File: config.mk
export PLATFORM = sky130hd
export DESIGN_NAME = glitch_filter
export DESIGN_NICKNAME = d
export VERILOG_FILES = /design/src/rtl/gf_pkg.sv /design/src/rtl/gf_sync_chain.sv /design/src/rtl/gf_width_qual.sv /design/src/rtl/glitch_filter.sv
export SDC_FILE = /design/constraint.sdc
export NUM_CORES = 1
export LEC_CHECK = 0
export ABC_AREA = 0
export BUFFER_PORTS_ARGS = -buffer_cell sky130_fd_sc_hd__buf_2
export CORE_ASPECT_RATIO = 1.2
export CORE_MARGIN = 8
export CORE_UTILIZATION = 34
export CTS_CLUSTER_DIAMETER = 200
export DETAILED_ROUTE_END_ITERATION = 10
export GPL_TIMING_DRIVEN = 0
export SLEW_MARGIN = 40
export SYNTH_ARGS = -nofsm -noshare
export SYNTH_HDL_FRONTEND = slang
export SYNTH_SLANG_ARGS = --single-unit
File: constraint.sdc
create_clock -name clk -period 2.4 [get_ports clk]
set_input_delay 0.48 -clock clk [delete_from_list [all_inputs] [get_ports clk]]
set_output_delay 0.48 -clock clk [all_outputs]
set_load 0.005 [all_outputs]
File: src/rtl/gf_pkg.sv
package gf_pkg;

    localparam int unsigned GF_THR_W = 8;

    typedef logic [GF_THR_W-1:0] gf_thr_t;

    typedef struct packed {
        logic    level;
        gf_thr_t run;
    } gf_qual_t;

endpackage

File: src/rtl/gf_sync_chain.sv
module gf_sync_chain #(
    parameter int unsigned STAGES = 3
) (
    input  logic clk,
    input  logic rst_n,
    input  logic async_i,
    output logic sync_o
);

    logic [STAGES-1:0] stage_d;
    logic [STAGES-1:0] stage_q;

    always_comb begin
        stage_d = {stage_q[STAGES-2:0], async_i};
    end

    always_ff @(posedge clk or negedge rst_n) begin
        if (!rst_n) stage_q <= '0;
        else        stage_q <= stage_d;
    end

    assign sync_o = stage_q[STAGES-1];

    genvar gi;
    generate
        for (gi = 1; gi < STAGES; gi++) begin : g_stage_chk

            stage_shift_chk: assert property (@(posedge clk) disable iff (!rst_n)
                stage_q[gi] == $past(stage_q[gi-1]));
        end
    endgenerate

endmodule

File: src/rtl/gf_width_qual.sv
module gf_width_qual
    import gf_pkg::*;
(
    input  logic    clk,
    input  logic    rst_n,
    input  logic    sync_i,
    input  gf_thr_t thr_i,
    output logic    level_o
);

    localparam int unsigned SUM_W = GF_THR_W + 1;

    gf_qual_t st_d;
    gf_qual_t st_q;
    logic [SUM_W-1:0] sum_d;
    logic             pass_d;

    always_comb begin
        st_d   = st_q;
        sum_d  = {1'b0, st_q.run} + SUM_W'(1);
        pass_d = (thr_i <= gf_thr_t'(1)) || (sum_d >= {1'b0, thr_i});
        if (sync_i != st_q.level) begin
            if (pass_d) begin
                st_d.level = sync_i;
                st_d.run   = '0;
            end else begin
                st_d.run   = sum_d[GF_THR_W-1:0];
            end
        end else begin
            st_d.run = '0;
        end
    end

    always_ff @(posedge clk or negedge rst_n) begin
        if (!rst_n) st_q <= '0;
        else        st_q <= st_d;
    end

    assign level_o = st_q.level;


    flip_needs_hold_chk: assert property (@(posedge clk) disable iff (!rst_n)
        !$stable(st_q.level) |->
            (($past(thr_i) <= gf_thr_t'(1)) ||
             (({1'b0, $past(st_q.run)} + SUM_W'(1)) >= {1'b0, $past(thr_i)})));


    flip_follows_input_chk: assert property (@(posedge clk) disable iff (!rst_n)
        !$stable(st_q.level) |-> (st_q.level == $past(sync_i)));


    run_restart_chk: assert property (@(posedge clk) disable iff (!rst_n)
        ($past(sync_i) == $past(st_q.level)) |-> (st_q.run == '0));


    run_below_thr_chk: assert property (@(posedge clk) disable iff (!rst_n)
        ($stable(thr_i) && (thr_i > gf_thr_t'(1))) |-> (st_q.run < thr_i));

endmodule

File: src/rtl/glitch_filter.sv
module glitch_filter #(
    parameter int unsigned STAGES = 3
) (
    input  logic       clk,
    input  logic       rst_n,
    input  logic       raw_in,
    input  logic [7:0] min_width,
    output logic       clean_out
);

    logic sync_lvl;

    gf_sync_chain #(
        .STAGES (STAGES)
    ) u_sync (
        .clk     (clk),
        .rst_n   (rst_n),
        .async_i (raw_in),
        .sync_o  (sync_lvl)
    );

    gf_width_qual u_qual (
        .clk     (clk),
        .rst_n   (rst_n),
        .sync_i  (sync_lvl),
        .thr_i   (min_width),
        .level_o (clean_out)
    );

endmodule

## Word-level counts from Yosys, hierarchy flattened

Index checks and enable logic that the tools add are counted.

- Flip-flop bits (word level): 12
- Bits of input ports: 11
- Output and inout bits: 1
- Word-level logic and storage cells: 11

- Add/subtract/negate cells: 1
- Order comparisons: 2
- Equality and inequality tests: 1
- Mux-type cells: 2
- Reduce and logical (&&, ||, !) cells: 2

Operators by type and width:

| operator | count |
|---|---|
| 8-bit two-way mux | 2 |
| 8-bit by 1-bit adder with 9-bit output (second input constant) | 1 |
| 9-bit by 8-bit >= comparator with 1-bit output | 1 |
| 8-bit by 1-bit <= comparator with 1-bit output (second input constant) | 1 |
| 2-bit AND reduction | 1 |
| 1-bit logical OR | 1 |
| 1-bit inequality test | 1 |

## Depth between registers and ports, before layout

Gate-level depths: netlist of run 1.

- Depth after elaboration: 5
- Gate-level depth with buffers: 10
- Depth with buffers taken out: 10

## Cells and area by module

A second synthesis of run 1 with hierarchy kept.

- Cells, all modules: 68
- Area, all modules: 708.2 um^2

Modules (own cells, without submodules):

| module | instances | cells an instance | area an instance (um^2) | seq. area each (um^2) |
|---|---|---|---|---|
| gf_width_qual | 1 | 65 | 633.1 | 225.2 |
| gf_sync_chain | 1 | 3 | 75.1 | 75.1 |

## Worst setup path before layout of run 1

Ideal clock, no wire load.

- Path type: register -> register
- From: reg u_qual.st_q[0] (netlist name)
- To: reg u_qual.st_q, in the netlist u_qual.level_o
- Setup time: 0.125 ns
- Data arrival time: 2.231 ns
- Data required time: 2.275 ns
- Path slack: 0.044 ns
- Cell stages (with the launch flop): 11
- Buffers on the path: 0
- Period minus slack after synthesis: 2.356 ns
- Cells stage by stage: dfrtp_1 > ha_1 > nand3_1 > nor2_1 > xor2_1 > ha_1 > a21o_1 > a22o_1 > a211oi_2 > nand3_1 > mux2_4

- Longest elaborated chain between the ends: 4

Ends and longest elaborated chain:

| element | line | source |
|---|---|---|
| start: declaration | gf_width_qual.sv:14 | `gf_qual_t st_q;` |
| start signal: assignment | gf_width_qual.sv:36 | `else st_q <= st_d;` |
| 8-bit by 1-bit adder with 9-bit output | gf_width_qual.sv:20 | `sum_d = {1'b0, st_q.run} + SUM_W'(1);` |
| 9-bit by 8-bit >= comparator with 1-bit output | gf_width_qual.sv:21 | `pass_d = (thr_i <= gf_thr_t'(1)) \|\| (sum_d >= {1'b0, thr_i});` |
| 1-bit logical OR | gf_width_qual.sv:21 |  |
| 2-bit AND reduction (no source line) | n/a |  |

No other way between the ends.
A chain may end at the register's enable or synchronous reset.

## Final worst setup path of run 1

Same ends and word-level chain as after synthesis.

==> results of run 1 <==
-- power by group through the flow --
stage	Clock, uW	Sequential (uW)	Combinational (uW)
global route	175	261	260
detailed placement	0	265	168
floorplan	0	260	118
global placement	0	264	163
finish	160	256	223
CTS	160	256	217
-- per-stage QoR --
step / util / worst slack (ns) / area [um^2] / power, uW
2_1_floorplan: - / 0.0444 / 708 / 377
3_3_place_gp: 0.393 / -0.174 / 788 / 426
3_5_place_dp: 0.393 / -0.189 / 788 / 432
4_1_cts: 0.461 / -0.0912 / 925 / 633
5_1_grt: 0.479 / -0.223 / 960 / 695
6_report: 0.479 / -0.0649 / 960 / 640
-- worst max path at each step --
stage	startpoint	end	slack, ns	depth (start not counted)
after floorplan	u_qual.st_q[0]	u_qual.level_o	0.04	10
after global placement	u_qual.st_q[0]	u_qual.level_o	-0.17	10
after detailed placement	u_qual.st_q[0]	u_qual.level_o	-0.19	10
after CTS	u_qual.st_q[0]	u_qual.level_o	-0.09	10
after global routing	u_qual.st_q[0]	u_qual.level_o	-0.22	10
final	u_qual.st_q[0]	u_qual.level_o	-0.06	10
-- worst max-delay path, delay by kind of cell (launching register included) --
kind,cells,cell delay [ns]
adder cells (fa/ha/maj),2,0.49
AND/OR/NAND/NOR,3,0.40
flip-flops,1,0.40
AO/OA/AOI/OAI,3,0.62
XOR/XNOR,1,0.16
multiplexers,1,0.31
-- cell type report --
cell class,instances,area share
multi-input cells,48,0.441
flip-flops and latches,12,0.313
repair buffers,23,0.151
clock buffers,4,0.0378
inverters,8,0.0313
well taps,20,0.0261
-- flip-flops by register name, summed over array words and instances (netlist names) --
| signal | flops |
|---|---|
| u_qual.level_o | 1 |
| u_qual.st_q | 8 |
| u_sync.stage_q | 3 |
-- routing by layer --
| metal | routed length [um] | vias up | track usage |
|---|---|---|---|
| met5 | 0 | - | 0 |
| met4 | 28 | 0 | 0.0337 |
| met3 | 61 | 2 | 0.0409 |
| met2 | 848 | 9 | 0.161 |
| met1 | 601 | 282 | 0.0845 |
| li1 | - | 281 | - |
-- cells by family (layout without fill, tap and decap cells) --
kind of cell / Yosys count / after routing
buffers and inverters: 8 / 35
adder cells (fa/ha/maj): 9 / 9
AO/OA/AOI/OAI: 6 / 6
multiplexers: 1 / 1
XOR/XNOR: 7 / 7
AND/OR/NAND/NOR: 25 / 25
flip-flops: 12 / 12
-- what timing repair did --
item / CTS / global route
setup endpoints to repair: 9 / 9
resized for setup: 5 / 4
pin swaps: 12 / 5
setup buffers: 11 / 1
-- cells in the final DEF, fill, tap and decap left out, drive strengths merged, types with 2 or more instances in the layout --
master / netlist / final
clkbuf: 0 / 4
nand3: 5 / 5
inv: 8 / 8
xor2: 5 / 5
nand4: 2 / 2
and3: 2 / 2
dfrtp: 12 / 12
nand2: 3 / 3
ha: 9 / 9
nor2b: 7 / 7
buf: 0 / 23
nor2: 4 / 4
xnor2: 2 / 2
a21o: 2 / 2
==> metrics list, run 1 <==
- Run status: finished with violations
- Failing checks: negative setup slack
* Largest net degree at the start of global routing: 13
* Placed Cells incl. Taps: 99
- Crit end category: flop
- By count the netlist is led by dfrtp_1, ha_1, inv_1.
- Antenna diode count: 0
- The worst pin sits at a relative slew slack of 0.805.
- The setup check on the worst reg-to-reg path leaves a slack of -0.06 ns.
- Counting along the longest clock path gives a buffer depth of 2.
- For this block, the initial DRC count from the detailed router was 8.
- After detailed routing, the number of remaining DRC violations is 0.
- The path class of the tightest hold or removal check is input pin to asynchronous set/reset pin.
- Total routing resource utilization after global routing: 0.0882
- Power share of the clock group: 0.251
- Wire length of the first global-routing pass: 2.52 mm
* H-tree depth reported by CTS: 1
* Synth area leaders: dfrtp_1, ha_1, nor2b_1
- Setup repair after global routing could not meet its margin everywhere.
* Worst stage delay on the critical path: 0.40 ns
* Detailed-placement wirelength estimate: 1.03 mm
* Type of origin of the critical path: flop
- For this run, asynchronously set or reset flops after synthesis account for 1.00.
- Across the VDD grid, the largest voltage drop is 0.640 mV.
- On the final layout, the worst clock skew is 0.0156 ns.
- Of the total power, combinational logic draws 0.349.
- First-pass detailed-route iteration total: 4
- Yosys mapped a number of flops with a built-in enable equal to 0.
- The Yosys step of the flow raised 0 warnings.
- On the final layout, the worst hold slack is 0.0575 ns.
* Slowest stage cell, crit path: dfrtp_1
- The analysis attributes to net switching a power of 203 uW.
* Worst-path clk slew: 0.08 ns
- The die is 57.7 um wide.
* Final setup violation count: 1
- Multi-input combinational cell area: 423 um^2
* Count of distinct cell types in the synthesized netlist: 20
- The share of synthesized area in the top cell type comes to 0.424.
- Core Rows: 18
* Post-synthesis share of cell area spent on full adders, half adders and majority gates: 0.159
- The portion of synthesized area spent on multiplexers is 0.0212.
- Timing would allow up to 406 MHz.
* Synth Flop Type: dfrtp_1
- The worst register-to-register path has a depth of 10.
* Clock tree from TritonCTS: built
- For this design, the sink count on the clock tree is 12.
- The compound-gate portion of the synthesized area was 0.0654.
- Global route overflow: 0
- Dividing the final minimum period by the clock period gives 1.03.
- Of the total power, the share spent switching nets is 0.317.
* Die Footprint: 3810 um^2
* Most common cell in the synthesized netlist: dfrtp_1
- Static Leakage: 0.000535 uW
- Post-synthesis sequential area ratio: 0.424
- The via count of the first global-routing pass came to 593.
* Reported max-cap violation count: 0
* Cell area after technology mapping: 708 um^2
* Vias after detailed routing: 574
- Category of the critical setup timing path: flop to flop
- Along the worst path, the maximum fanout reaches 4.
- Pins over their slew limit: 0
* IO Count: 12
- Dividing the synthesized area by the synthesized cell count gives 10.4 um^2.
- The worst path in the final design needs a cycle of 2.46 ns, including I/O delays and setup.
- Starting density of the core: 0.353
- RD Place Congestion: 0.732
- dfrtp_1 takes more of the synthesized area than any other cell.
- Once routing completed, OpenROAD measured the worst setup slack at -0.0649 ns.
* CP required: 2.57 ns
* Cell-by-cell trace of the critical path: ha_2 > nand3_4 > nor2_4 > xor2_2 > ha_1 > a21o_1 > a22o_1 > a211oi_2 > nand3_1 > mux2_4
- In the final layout, the share of cells above drive strength 1 is 0.400.
- Arrival time of the worst setup path: 2.64 ns
* Startpoint of the worst-slack reg-to-reg timing path: u_qual.st_q[0]
* Net count reported at finish: 116
- Layout fillers: 197
- Summed over all failing endpoints, the final setup total negative slack is -0.0649 ns.
- Final ANT Viol Nets: 0
* Area share of xor/xnor cells in the synthesized design: 0.0866
- Worst flop-to-flop path endpoint: u_qual.level_o
- In this run the power density over the cells is 666 nW/um^2.
* Cell-internal power: 437 uW
* Detailed-route wire length per cell: 13.4 um
* Hold-fix buffers at CTS: 0
- Number of cells in the finished layout apart from fillers: 115
- Share of power burned in registers: 0.400
- Number of instances in the synthesized netlist: 68
- Die Y: 66.0 um
- After synthesis the netlist holds a flip-flop and latch count of 12.
- Clk root buf: clkbuf_4
- After detailed routing, the number of vias per cell comes to 4.99.
* TritonCTS Buffers: 3
- The number of antenna violations at the first check in global routing is 0.
- For the pin with the worst max-slew slack, the measured transition is 0.290 ns.
* Core region area: 2000 um^2
* Post-synthesis to final-layout area growth: 35.5%
* Number of failing hold endpoints at the final stage: 0
- After synthesis, the largest family of logic cells by area is simple AND/OR/NAND/NOR gates.
* Input/output buffers: 11
- Of the total synthesized cell area, the portion taken by AND, OR, NAND and NOR gates is 0.201.
* Reg area: 300 um^2
- Clock latency of the later-clocked register in the worst-skew pair: 0.28 ns
- After detailed routing, the total wire length is 1.54 mm.
- Counting every net in the synthesized netlist gives 88.
Note: power is estimated with default switching activity, not from simulation.
==> inputs of run 2 (changes only) <==
CORE_UTILIZATION = 35   (was 34)
SYNTH_HIERARCHICAL = 1   (was unset)
==> run 2 against run 1 <==
The run still ends with negative setup slack left. Count of clock-buffer cells in the layout unchanged. Synthesized area unchanged. Register-to-register slack better by 0.03 ns. Via count down 5.7%. Synthesized cell count unchanged. Power up 2.6%. Non-clock buffer count down 4. Cell count down 3.5%. Critical path type unchanged. Utilization up 0.42 points. Global-route usage down 0.44 points. Flip-flop and latch count unchanged.
==> metrics list, run 2 <==
* Category of the critical setup timing path: flop to flop
- Core region area: 1980 um^2 (-1.1%)
* Clock Sink Count: 12 (unchanged)
* Most common cell in the synthesized netlist: dfrtp_1
- The share of synthesized area spent on multiplexers is 0.0212 (unchanged).
* Reported max-cap violation count: 0 (unchanged)
* Rel. slew slack: 0.654 (-0.151)
* Proportion of layout cells with a drive suffix above 1: 0.407 (+0.00659)
- The die extent in y came to 65.3 um (-1.1%).
- Worst-case clock skew: 0.000957 ns (-0.0146 ns)
- The worst hold slack came to 0.0662 ns (+0.00861 ns).
- The number of flip-flops in the largest register came to 8 (unchanged).
- Hold-fix buffers at CTS: 0 (unchanged)
- The proportion of synthesized chip area in sequential cells is 0.424 (unchanged).
* Chip width: 57.1 um (-1.0%)
* Input/output buffers: 11 (unchanged)
* Synth Area in Simple Gates: 0.201 (unchanged)
* Maximum fanout count along the critical path: 8 (+4)
- The commonest cells after synthesis are dfrtp_1, ha_1, inv_1.
- Final std cell area, no fill: 957 um^2 (-0.26%)
- Starting density of the core: 0.357 (+0.00401)
- The via count came to 541 (-5.7%).
- The logic depth of the worst register-to-register path came to 11 (+1).
* Combinational cell fraction of total power: 0.358 (+0.009)
* Via-to-Cell Ratio: 4.87 (-2.4%)
- Fmax: 410 MHz (+1.2%)
- TritonCTS Buffers: 3 (unchanged)
- The actual transition at the worst max-transition pin came to 0.514 ns (+0.224 ns).
* Post-Synthesis Net Count: 88 (unchanged)
- The data arrival at the endpoint of the critical path came to 2.64 ns (about the same).
- Power density over the cells: 686 nW/um^2 (+2.9%)
- Core Rows: 18 (unchanged)
- The worst endpoint required time came to 2.60 ns (+0.03 ns).
- Summed over all instances, the cell type with the most area after synthesis is dfrtp_1.
- The share of synthesized registers carrying an async set or reset came to 1.00 (unchanged).
- Final Total Pwr: 656 uW (+2.6%)
- The half-perimeter wire length after detailed placement came to 1.01 mm (-2.5%).
* Net switching share of the total power: 0.326 (+0.00941)
- Total routing resource utilization after global routing: 0.0838 (-0.00436)
* Die Footprint: 3720 um^2 (-2.1%)
- Number of failing hold endpoints at the final stage: 0 (unchanged)
- The share of Yosys cell area claimed by the top area cell type is 0.424 (unchanged).
- The maximum level of the CTS H-tree came to 1 (unchanged).
* Net count reported at finish: 112 (-3.4%)
- The number of antenna violations at the first check in global routing came to 0 (unchanged).
* Wire length of the first global-routing pass: 2.51 mm (-0.28%)
- RD Place Congestion: 0.759 (+3.6%)
* Cell area after placement: 788 um^2 (unchanged)
- The internal power came to 442 uW (+1.2%).
- The number of cells produced by synthesis was 68 (unchanged).
- Worst setup slack before clock tree synthesis: -0.250 ns (-0.0610 ns)
* Type of origin of the critical path: flop
- Most frequent cells in the layout: buf_2, dfrtp_1, inv_1, ha_1, buf_4
* Static Leakage: 0.000518 uW (-3.2%)
- Worst reg-to-reg setup slack: -0.04 ns (+0.03 ns)
* Flop and latch count out of synthesis: 12 (unchanged)
* Dominant combinational cell family by area after synthesis: simple AND/OR/NAND/NOR gates
- Cell-by-cell trace of the critical path: nand3_1 > nor2_2 > and3_1 > xor2_1 > ha_1 > and3_4 > a22o_1 > a211oi_4 > buf_4 > nand4_4 > nor2b_2
- Setup repair after global routing could not meet its margin everywhere.
- The synthesized-area fraction occupied by xor and xnor cells was 0.0866 (unchanged).
- The final global-route overflow total is 0 (unchanged).
- The final critical delay including setup and external delays came to 2.44 ns (-0.0282 ns).
* Highest ir drop seen on vdd: 0.662 mV (+3.4%)
- Final setup violation count: 9 (+8)
* Worst-path clk slew: 0.07 ns (about the same)
- Part of the cycle the worst path needs: 1.02 (-0.0118)
- The clock power share was 0.242 (-0.009).
* Slowest stage cell, crit path: dfrtp_1
- Final setup margin: -0.0366 ns (+0.0282 ns)
- The compound-gate portion of the synthesized area came to 0.0654 (unchanged).
- Worst stage delay on the critical path: 0.39 ns (about the same)
* Synth area leaders: dfrtp_1, ha_1, nor2b_1
- Clk root buf: clkbuf_4
- Count of distinct cell types in the synthesized netlist: 20 (unchanged)
* Post-route DRC violation count: 0 (unchanged)
* Net switching power figure: 214 uW (+5.7%)
- From synthesis to final layout, the design area changed by 35.2%.
* First-pass detailed-route iteration total: 2 (-2)
- The worst setup path is captured at a flop.
- Synth Flop Type: dfrtp_1
* Clock tree from TritonCTS: built
- The via count of the first global-routing pass came to 609 (+2.7%).
- Largest net degree at the start of global routing: 13 (unchanged)
* Max Buffers Root-to-Sink: 2 (unchanged)
* Cell area after technology mapping: 708 um^2 (unchanged)
- Total Routed Length: 1.47 mm (-4.7%)
- The mean area per synthesized cell came to 10.4 um^2 (unchanged).
- Share of power burned in registers: 0.400 (about the same)
- The number of warnings reported in the yosys synthesis log was 6 (+6).
* Detailed-route wire length per cell: 13.2 um (-1.2%)
* Post-synthesis share of cell area spent on full adders, half adders and majority gates: 0.159 (unchanged)
- The number of antenna-violating nets in the routed design is 0 (unchanged).
- 1st-iter DRT viols: 7 (-1)
- Worst flop-to-flop path endpoint: u_qual/st_q[3]
- More flip-flops sit in one register than any other, and that register is u_qual/st_q.
* Run status: finished with violations
* Clock latency of the later-clocked register in the worst-skew pair: 0.27 ns (about the same)
- The final-report max-slew violation count is 0 (unchanged).
- The checks that failed: negative setup slack.
* Class of the worst hold path: input pin to asynchronous set/reset pin
- Antenna diode count: 0 (unchanged)
- The number of ports placed on the die boundary came to 12 (unchanged).
- In this run the critical register-to-register path is launched from u_qual/st_q[4].
- The number of enable flip-flop cells after synthesis was 0 (unchanged).
run 2: cell counts after synthesis:
No cell type changed its count.
run 2: how the worst max path moves through the flow:
stage	from	endpoint	cells after the start
3_3_place_gp	u_qual/st_q[0]	u_qual/level_o	10
6_report	u_qual/st_q[4]	u_qual/st_q[3]	11
2_1_floorplan	u_qual/st_q[0]	u_qual/level_o	10
4_1_cts	u_qual/st_q[0]	u_qual/st_q[3]	11
3_5_place_dp	u_qual/st_q[0]	u_qual/level_o	10
5_1_grt	u_qual/st_q[4]	u_qual/st_q[5]	11
run 2: per-layer routing:
metal,vias up,part of all wire,GRT usage
li1,274,-,-
met1,262,0.36,0.0832
met2,5,0.60,0.158
met3,0,0.036,0.0405
met4,0,0,0.00882
met5,-,0,0
run 2: logic make-up after synthesis:
family / Yosys count
AOI/OAI and AO/OA: 6
xor gates and xnor gates: 7
adders and majority gates: 9
buffers and inverters: 8
DFF: 12
muxes: 1
and+or+nand+nor: 25
run 2: power groups by stage:
stage                     Clock (uW)  Combinational (uW)  Sequential (uW)
after floorplan                    0                 118              260
after global placement             0                 162              264
after detailed placement           0                 167              265
after CTS                        165                 218              255
after global routing             169                 274              268
final                            159                 235              263
run 2: final cells by class:
cell class / instances / area, um^2
inverter: 8 / 30.0
fill: 195 / 1020
tap: 20 / 25.0
clock buffer: 4 / 36.3
timing repair buffer: 19 / 115
multi-input combinational: 48 / 449
sequential: 12 / 302
run 2: critical path, delay by kind of cell (launching register included):
family / cells / cell delay [ns]
compound gates: 2 / 0.40
xor+xnor: 1 / 0.21
fa+ha+maj: 1 / 0.27
buf+inv: 1 / 0.16
flops: 1 / 0.39
simple gates: 6 / 0.94
run 2: repair_timing:
item                                    4_1_cts  5_1_grt
gates resized for setup                       6        9
buffers inserted                              5        3
pin swaps                                    10        9
endpoints found under the setup margin        9        9
run 2: through the flow:
step	instances	utilization	setup TNS (ns)
4_1_cts	108	0.451	-0.995
6_report	111	0.483	-0.144
3_5_place_dp	99	0.398	-1.77
2_1_floorplan	68	-	0
3_3_place_gp	99	0.398	-0.836
5_1_grt	111	0.483	-1.14
